`config.mk`:
```
export PLATFORM = sky130hd
export DESIGN_NAME = flash_seq
export DESIGN_NICKNAME = d
export VERILOG_FILES = /design/src/rtl/flash_seq_pkg.sv /design/src/rtl/flash_spi_shifter.sv /design/src/rtl/flash_die_tracker.sv /design/src/rtl/flash_seq.sv
export SDC_FILE = /design/constraint.sdc
export NUM_CORES = 1
export LEC_CHECK = 0
export BUFFER_PORTS_ARGS = -buffer_cell sky130_fd_sc_hd__buf_2
export CAP_MARGIN = 20
export CORE_ASPECT_RATIO = 0.5
export CORE_UTILIZATION = 53
export CTS_BUF_LIST = sky130_fd_sc_hd__clkbuf_16
export DETAILED_ROUTE_END_ITERATION = 8
export PLACE_DENSITY = 0.77
export SLEW_MARGIN = 20
export SYNTH_ARGS = -nofsm -noshare
export SYNTH_HDL_FRONTEND = slang
export SYNTH_SLANG_ARGS = --single-unit
```
`constraint.sdc`:
```
create_clock -name clk_i -period 1.86 [get_ports clk_i]
set_input_delay 0.093 -clock clk_i [delete_from_list [all_inputs] [get_ports clk_i]]
set_output_delay 0.093 -clock clk_i [all_outputs]
set_load 0.02 [all_outputs]
```
`src/rtl/flash_seq_pkg.sv`:
```
package flash_seq_pkg;
  typedef enum logic [1:0] {
    OP_READ  = 2'd0,
    OP_ID    = 2'd1,
    OP_ERASE = 2'd2
  } op_e;

  typedef enum logic [2:0] {
    ST_IDLE,
    ST_TX,
    ST_RX,
    ST_HOLD,
    ST_STEP,
    ST_GAP
  } st_e;

  localparam logic [7:0] CMD_READ      = 8'h03;
  localparam logic [7:0] CMD_ID        = 8'h9F;
  localparam logic [7:0] CMD_DIE_ERASE = 8'hC4;
endpackage

```
`src/rtl/flash_spi_shifter.sv`:
```
module flash_spi_shifter #(
  parameter int CLK_DIV = 2
) (
  input  logic       clk_i,
  input  logic       rst_ni,
  input  logic       start_i,
  input  logic [7:0] tx_i,
  input  logic       miso_i,
  output logic       busy_o,
  output logic       done_o,
  output logic [7:0] rx_o,
  output logic       sclk_o,
  output logic       mosi_o
);
  localparam int DIV_W = $clog2(CLK_DIV + 1);

  logic [DIV_W-1:0] div_q;
  logic [2:0]       bit_q;
  logic [7:0]       tx_q, rx_q;
  logic             busy_q, sclk_q, done_q;
  logic             tick;

  assign tick = (div_q == DIV_W'(CLK_DIV - 1));

  always_ff @(posedge clk_i or negedge rst_ni) begin
    if (!rst_ni) begin
      div_q  <= '0;
      bit_q  <= '0;
      tx_q   <= '0;
      rx_q   <= '0;
      busy_q <= 1'b0;
      sclk_q <= 1'b0;
      done_q <= 1'b0;
    end else begin
      done_q <= 1'b0;
      if (start_i) begin
        busy_q <= 1'b1;
        tx_q   <= tx_i;
        bit_q  <= '0;
        div_q  <= '0;
        sclk_q <= 1'b0;
      end else if (busy_q) begin
        div_q <= tick ? '0 : div_q + 1'b1;
        if (tick) begin
          if (!sclk_q) begin
            sclk_q <= 1'b1;
            rx_q   <= {rx_q[6:0], miso_i};
          end else begin
            sclk_q <= 1'b0;
            if (bit_q == 3'd7) begin
              busy_q <= 1'b0;
              done_q <= 1'b1;
            end else begin
              bit_q <= bit_q + 1'b1;
              tx_q  <= {tx_q[6:0], 1'b0};
            end
          end
        end
      end
    end
  end

  assign busy_o = busy_q;
  assign done_o = done_q;
  assign rx_o   = rx_q;
  assign sclk_o = sclk_q;
  assign mosi_o = tx_q[7];

  // MOSI settles on the falling edge only
  p_mosi_stable_r2: assert property (@(posedge clk_i) disable iff (!rst_ni)
    $rose(sclk_o) |-> $stable(mosi_o));
  // no byte restarts mid-shift
  p_start_idle_r2: assert property (@(posedge clk_i) disable iff (!rst_ni)
    start_i |-> !busy_o);
endmodule

```
`src/rtl/flash_die_tracker.sv`:
```
module flash_die_tracker #(
  parameter int ADDR_W   = 27,
  parameter int DIE_BITS = 25
) (
  input  logic              clk_i,
  input  logic              rst_ni,
  input  logic              load_i,
  input  logic [ADDR_W-1:0] load_addr_i,
  input  logic              inc_i,
  output logic [ADDR_W-1:0] addr_o,
  output logic              die_base_o
);
  logic [ADDR_W-1:0] addr_q;

  always_ff @(posedge clk_i or negedge rst_ni) begin
    if (!rst_ni)     addr_q <= '0;
    else if (load_i) addr_q <= load_addr_i;
    else if (inc_i)  addr_q <= addr_q + 1'b1;
  end

  assign addr_o     = addr_q;
  assign die_base_o = (addr_q[DIE_BITS-1:0] == '0);

  // address advances by one per consumed byte
  p_inc_step_r4: assert property (@(posedge clk_i) disable iff (!rst_ni)
    inc_i && !load_i |=> addr_o == $past(addr_o) + 1'b1);
endmodule

```
`src/rtl/flash_seq.sv`:
```
module flash_seq
  import flash_seq_pkg::*;
#(
  parameter int NUM_DIES    = 4,
  parameter int DIE_BITS    = 25,
  parameter int LEN_W       = 16,
  parameter int CLK_DIV     = 2,
  parameter int CS_GAP_SCLK = 2,
  localparam int ADDR_W     = DIE_BITS + $clog2(NUM_DIES)
) (
  input  logic              clk_i,
  input  logic              rst_ni,
  input  logic              req_valid_i,
  output logic              req_ready_o,
  input  logic [1:0]        req_op_i,
  input  logic [ADDR_W-1:0] req_addr_i,
  input  logic [LEN_W-1:0]  req_len_i,
  output logic [7:0]        rd_data_o,
  output logic              rd_valid_o,
  input  logic              rd_ready_i,
  output logic              done_o,
  output logic              spi_cs_no,
  output logic              spi_sclk_o,
  output logic              spi_mosi_o,
  input  logic              spi_miso_i
);
  localparam int DIE_W   = (NUM_DIES > 1) ? $clog2(NUM_DIES) : 1;
  localparam int GAP_CYC = 2 * CLK_DIV * CS_GAP_SCLK;
  localparam int GAP_W   = $clog2(GAP_CYC + 1);

  st_e               st_q;
  op_e               op_q, req_op;
  logic [LEN_W-1:0]  rem_q;
  logic [2:0]        idx_q, hdr_last;
  logic              launched_q, last_q, done_q;
  logic [DIE_W-1:0]  die_q, die_nxt;
  logic [GAP_W-1:0]  gap_q;
  logic [7:0]        data_q, tx_byte, opcode, sh_rx;
  logic              sh_start, sh_busy, sh_done;
  logic              accept, trk_load, trk_inc, die_base;
  logic [ADDR_W-1:0] trk_addr, trk_load_addr;
  logic [31:0]       addr32;

  assign req_op   = op_e'(req_op_i);
  assign accept   = req_valid_i && req_ready_o;
  assign die_nxt  = die_q + 1'b1;
  assign hdr_last = (op_q == OP_ID) ? 3'd0 : 3'd4;
  assign addr32   = 32'(trk_addr);
  assign sh_start = (st_q == ST_TX || st_q == ST_RX) && !launched_q && !sh_busy;

  always_comb begin
    unique case (op_q)
      OP_ID:    opcode = CMD_ID;
      OP_ERASE: opcode = CMD_DIE_ERASE;
      default:  opcode = CMD_READ;
    endcase
    if (st_q == ST_RX) tx_byte = 8'h00;
    else begin
      unique case (idx_q)
        3'd0:    tx_byte = opcode;
        3'd1:    tx_byte = addr32[31:24];
        3'd2:    tx_byte = addr32[23:16];
        3'd3:    tx_byte = addr32[15:8];
        default: tx_byte = addr32[7:0];
      endcase
    end
  end

  // tracker loads on request accept and on each erase die step
  always_comb begin
    trk_load      = 1'b0;
    trk_load_addr = '0;
    if (st_q == ST_IDLE && accept) begin
      trk_load      = 1'b1;
      trk_load_addr = (req_op == OP_ERASE) ? '0 : req_addr_i;
    end else if (st_q == ST_GAP && gap_q == GAP_W'(GAP_CYC - 1) && !last_q
                 && op_q == OP_ERASE) begin
      trk_load      = 1'b1;
      trk_load_addr = ADDR_W'(die_nxt) << DIE_BITS;
    end
  end
  assign trk_inc = (st_q == ST_HOLD) && rd_ready_i;

  flash_die_tracker #(.ADDR_W(ADDR_W), .DIE_BITS(DIE_BITS)) u_trk (
    .clk_i, .rst_ni,
    .load_i(trk_load), .load_addr_i(trk_load_addr), .inc_i(trk_inc),
    .addr_o(trk_addr), .die_base_o(die_base)
  );

  flash_spi_shifter #(.CLK_DIV(CLK_DIV)) u_shf (
    .clk_i, .rst_ni,
    .start_i(sh_start), .tx_i(tx_byte), .miso_i(spi_miso_i),
    .busy_o(sh_busy), .done_o(sh_done), .rx_o(sh_rx),
    .sclk_o(spi_sclk_o), .mosi_o(spi_mosi_o)
  );

  always_ff @(posedge clk_i or negedge rst_ni) begin
    if (!rst_ni) begin
      st_q       <= ST_IDLE;
      op_q       <= OP_READ;
      rem_q      <= '0;
      idx_q      <= '0;
      launched_q <= 1'b0;
      last_q     <= 1'b0;
      done_q     <= 1'b0;
      die_q      <= '0;
      gap_q      <= '0;
      data_q     <= '0;
    end else begin
      done_q <= 1'b0;
      if (sh_start) launched_q <= 1'b1;
      unique case (st_q)
        ST_IDLE: if (accept) begin
          op_q  <= req_op;
          die_q <= '0;
          idx_q <= '0;
          if (req_op == OP_READ && req_len_i == '0) done_q <= 1'b1;
          else begin
            rem_q <= (req_op == OP_ID) ? LEN_W'(3) : req_len_i;
            st_q  <= ST_TX;
          end
        end
        ST_TX: if (sh_done) begin
          launched_q <= 1'b0;
          if (idx_q == hdr_last) begin
            idx_q <= '0;
            if (op_q == OP_ERASE) begin
              last_q <= (die_q == DIE_W'(NUM_DIES - 1));
              st_q   <= ST_GAP;
            end else st_q <= ST_RX;
          end else idx_q <= idx_q + 1'b1;
        end
        ST_RX: if (sh_done) begin
          launched_q <= 1'b0;
          data_q     <= sh_rx;
          st_q       <= ST_HOLD;
        end
        ST_HOLD: if (rd_ready_i) begin
          rem_q <= rem_q - 1'b1;
          st_q  <= ST_STEP;
        end
        ST_STEP: begin
          if (rem_q == '0) begin
            last_q <= 1'b1;
            st_q   <= ST_GAP;
          end else if (op_q == OP_READ && die_base) begin
            last_q <= 1'b0;
            st_q   <= ST_GAP;
          end else st_q <= ST_RX;
        end
        ST_GAP: begin
          if (gap_q == GAP_W'(GAP_CYC - 1)) begin
            gap_q <= '0;
            if (last_q) begin
              done_q <= 1'b1;
              st_q   <= ST_IDLE;
            end else begin
              if (op_q == OP_ERASE) die_q <= die_nxt;
              st_q <= ST_TX;
            end
          end else gap_q <= gap_q + 1'b1;
        end
        default: st_q <= ST_IDLE;
      endcase
    end
  end

  assign req_ready_o = (st_q == ST_IDLE);
  assign rd_valid_o  = (st_q == ST_HOLD);
  assign rd_data_o   = data_q;
  assign done_o      = done_q;
  assign spi_cs_no   = (st_q == ST_IDLE) || (st_q == ST_GAP);

  // consecutive chip-select high cycles, saturating
  logic [GAP_W-1:0] cs_hi_q;
  always_ff @(posedge clk_i or negedge rst_ni) begin
    if (!rst_ni)                           cs_hi_q <= GAP_W'(GAP_CYC);
    else if (!spi_cs_no)                   cs_hi_q <= '0;
    else if (cs_hi_q != GAP_W'(GAP_CYC))   cs_hi_q <= cs_hi_q + 1'b1;
  end

  p_sclk_idle_r2: assert property (@(posedge clk_i) disable iff (!rst_ni)
    spi_cs_no |-> !spi_sclk_o);
  p_hold_r9: assert property (@(posedge clk_i) disable iff (!rst_ni)
    rd_valid_o && !rd_ready_i |=> rd_valid_o && $stable(rd_data_o) && $stable(spi_sclk_o));
  p_zero_len_r8: assert property (@(posedge clk_i) disable iff (!rst_ni)
    accept && req_op_i == 2'd0 && req_len_i == '0 |=> done_o && spi_cs_no);
  p_cs_gap_r10: assert property (@(posedge clk_i) disable iff (!rst_ni)
    $fell(spi_cs_no) |-> cs_hi_q >= GAP_W'(GAP_CYC));
  p_done_pulse_r11: assert property (@(posedge clk_i) disable iff (!rst_ni)
    done_o |=> !done_o);
  p_busy_r11: assert property (@(posedge clk_i) disable iff (!rst_ni)
    !spi_cs_no |-> !req_ready_o);
  p_erase_silent_r7: assert property (@(posedge clk_i) disable iff (!rst_ni)
    op_q == OP_ERASE |-> !rd_valid_o);
endmodule

```
==> results by group <==
STA
  – Slew @ Worst Pin: between 400 and 500 ps
  – Max_slew headroom: between 70% and 80%
  – Part of the cycle the worst path needs: 122.1%
  – Max-slew violation count: 0
  – Peak Freq: around 440 MHz
  – Skew final: between 15 and 20 ps
  – RSZ-0062 raised after global routing: yes
  – Setup-failing EPs final: 44
  – Final hold violations: 1
  – Setup ws final: -411.4 ps
  – Min Tclk post-route: 2271 ps
  – Final hold slack: -4.923 ps

Detailed routing
  – Pre-antenna DRT Iters: 5
  – Antenna viol nets, final: 0
  – Wire per inst: 19.80 um
  – Starting DRT DRC Count: 670
  – Vias: 5876
  – Final WL: around 18000 um
  – Drt drc: 0
  – Via-to-Cell Ratio: about 6.4

CTS
  – CTS tree: built
  – Clock Latency Late Sink: between 300 and 400 ps
  – Clock buffer depth: 2
  – H-tree depth: 3
  – CTS clock-pin slew for the worst setup and hold paths: 80 ps
  – CTS Buf Count: 9
  – Sink Count: just over 90
  – Root Driver: clkbuf_16

Place
  – PortBufs: 63
  – GPL Wtd Cong: around 0.9
  – Final HPWL DP: 10490 um
  – Placed insts: ~870

Final layout
  – Area growth syn-to-layout: 46.84%
  – Layout Cells excl Fill: 925
  – Diodes inserted: 0
  – Layout cells sized above 1: around 44%
  – Nets: 852

Critical path
  – Critical path, cell by cell: or3_4 > or4_4 > buf_4 > buf_6 > nor3_4 > buf_4 > nor2_1 > a31oi_1 > o22ai_1
  – Highest-delay cell along the critical path: or4_4
  – Crit start category: register
  – Critical Path RT: ~2100 ps
  – Crit-path max FO: 2
  – CP bufs+invs: 3
  – CP max stage delay: 430 ps
  – Critical Path Sink Type: register
  – Critical path's most frequent cell: buf_4
  – Crit Path Class: reg -> reg
  – CP delay by family, top: simple AND/OR/NAND/NOR gates
  – CP arrival: ~2500 ps

Global routing
  – Overall overflow remaining after global route: 0
  – Antenna violations before repair: 0
  – First-pass GRT wire length: about 25000 um
  – Gr usage total: a little under a third
  – Vias in the first global route: 5171
  – Largest net degree at the start of global routing: between 50 and 60

Synth
  – Largest family of logic cells by synthesized area: compound AO/OA/AOI/OAI gates
  – Seq/Total Area, Yosys: between 40% and 50%
  – Top post-synthesis cells by area: dfrtp_1 43%, a21oi_1 6.8%, o21ai_0 5.9%
  – Post-synth EDFFs: 0
  – Synth warn: 0
  – Post-synthesis mux area share: about 4%
  – Area leader, netlist: dfrtp_1
  – Simple-Gate Fraction of Synth Area: a little over a fifth
  – Distinct cells, synth: 64
  – Syn_area_per_cell: 8.679 um^2
  – Async set-reset flop share out of synthesis: between 90% and 100%
  – Synth Area in Adders: 3.985%
  – Xor and xnor area share after synthesis: less than 1%
  – Ys flop type: dfrtp_1
  – Seq cells post-synth: 92
  – Cells after Synth: slightly above 600
  – Synth Area in Compound Gates: a little under a quarter
  – Yosys top cell area share: between 40 and 50%
  – Syn Nets: about 700
  – Post-Syn Area: about 5300 um^2

Outcome
  – Status: finished, violations left
  – Violated checks: negative hold slack, negative setup slack

Die
  – Row cnt: 25
  – Core ar.: 9603 um^2
  – Die outline area: 10500 um^2
  – Die Ht: ~73 um
  – Initial Util: around 56%
  – Die width: ~140 um
  – I/O pin total: 64

Pwr
  – Lkg Pwr: between 3 and 4 nW
  – Pwr dens: between 1500 and 2000 nW/um^2
  – Peak VDD IR: slightly above 0.0007 V
  – Total Power: about 12 mW

Worst hold path
  – Hold Path Class: in -> reg

Run
  – Max cap viols: 0
[final cells by class]
class | instances | area (um^2)
clock buffer | 9 | 225.2
clock inverter | 7 | 66.31
fill | 546 | 1765
inverter | 18 | 70.07
multi-input combinational | 482 | 3512
sequential | 92 | 2305
tap | 135 | 168.9
timing repair buffer | 182 | 1490
[final timing paths]
check                                     from          endpoint  slack (ps)  depth (start not counted)
worst max-delay path                  rem_q[8]           st_q[1]        -410                          9
worst min-delay path            req_addr_i[15]  u_trk.addr_o[15]          -5                          3
worst max register to register        rem_q[8]           st_q[1]        -410                          9
worst min register to register   u_shf.tx_q[4]     u_shf.tx_q[4]         500                          1
max in group asynchronous               rst_ni    u_shf.div_q[1]        1190                          3
min in group asynchronous               rst_ni         rem_q[12]          80                          2
[cells in the mapped netlist, drive strengths merged (8+ instances only)]
| master | number |
|---|---|
| ha | 17 |
| nor2 | 55 |
| nand3 | 14 |
| nand2 | 79 |
| clkbuf | 12 |
| nor4 | 11 |
| mux2 | 17 |
| nand2b | 8 |
| nor3 | 19 |
| o21ai | 67 |
| and3 | 10 |
| buf | 12 |
| dfrtp | 92 |
| inv | 17 |
| a21oi | 74 |
[metal layers]
metal | track usage (%) | share of wire, % | vias to the layer above
met1 | 41.84 | 40 | 2841
li1 | - | - | 2608
met2 | 50.13 | 47 | 342
met5 | 0 | 0 | -
met3 | 5.577 | 9.6 | 85
met4 | 9.929 | 3.9 | 0
[worst reg2reg max path: stages (launching register included)]
cell     delay (ps)
dfrtp_1         380
or3_4           390
or4_4           430
buf_4           160
buf_6           120
nor3_4          130
buf_4           140
nor2_1           40
a31oi_1         230
o22ai_1         120
[cells by family (layout without fill, tap and decap cells)]
group,count (synthesis),in the layout
buffers and inverters,42,216
AND/OR/NAND/NOR,233,234
flip-flops,92,92
adder cells (fa/ha/maj),17,17
AO/OA/AOI/OAI,208,208
multiplexers,19,19
XOR/XNOR,4,4
[flip-flops by register name, summed over array words and instances (netlist names)]
register      cells
u_shf.tx_q        8
u_shf.div_q       2
u_shf.done_o      1
launched_q        1
u_shf.sclk_o      1
done_o            1
idx_q             3
rd_data_o         8
u_trk.addr_o     27
op_q              2
u_shf.busy_o      1
rem_q            16
u_shf.rx_o        8
u_shf.bit_q       3
last_q            1
die_q             2
st_q              3
gap_q             4
[cells in the final DEF, fill, tap and decap left out, drive strengths merged, types with 4 or more instances in the layout]
cell type and instances:
ha 17, clkbuf 13, o21a 7, nand3 14, dlygate4sd3 10, a222oi 5, nor3 19, nand3b 5
dfrtp 92, a21o 7, buf 168, and3 10, inv 22, nor2b 4, nor2 55, a21oi 74
a31oi 6, or3 5, nor4 11, or2 6, mux2 17, a221oi 4, nand2 79, a22oi 7
o21ai 67, a22o 4, nand2b 8, nand4 4
[per-stage QoR]
stage	util [%]	TNS [ps]	setup slack, ps	area, um^2
final	81.62	-4715	-411.4	7838
after global routing	81.62	-8101	-467.6	7838
after CTS	73.04	-2368	-216.7	7014
after detailed placement	66.36	-1331	-229.3	6372
after global placement	66.36	-589.4	-160.2	6372
after floorplan	-	-339.5	-169.8	5398
[power breakdown]
group | internal [mW] | total (mW) | switching [mW]
Sequential | 2.83 | 3.77 | 0.935
Clock | 0.943 | 1.84 | 0.899
Combinational | 3.24 | 6.79 | 3.56
[repair_timing]
| action | in CTS | in global routing |
|---|---|---|
| setup endpoints to repair | 22 | 56 |
| resized for setup | 30 | 177 |
| hold buffers | 9 | 1 |
| hold endpoints to repair | 100 | 1 |
| pin swaps | 13 | 79 |
| buffers inserted | 7 | 18 |
| cloned | 3 | 6 |
Power figures use the tool's default switching activity.
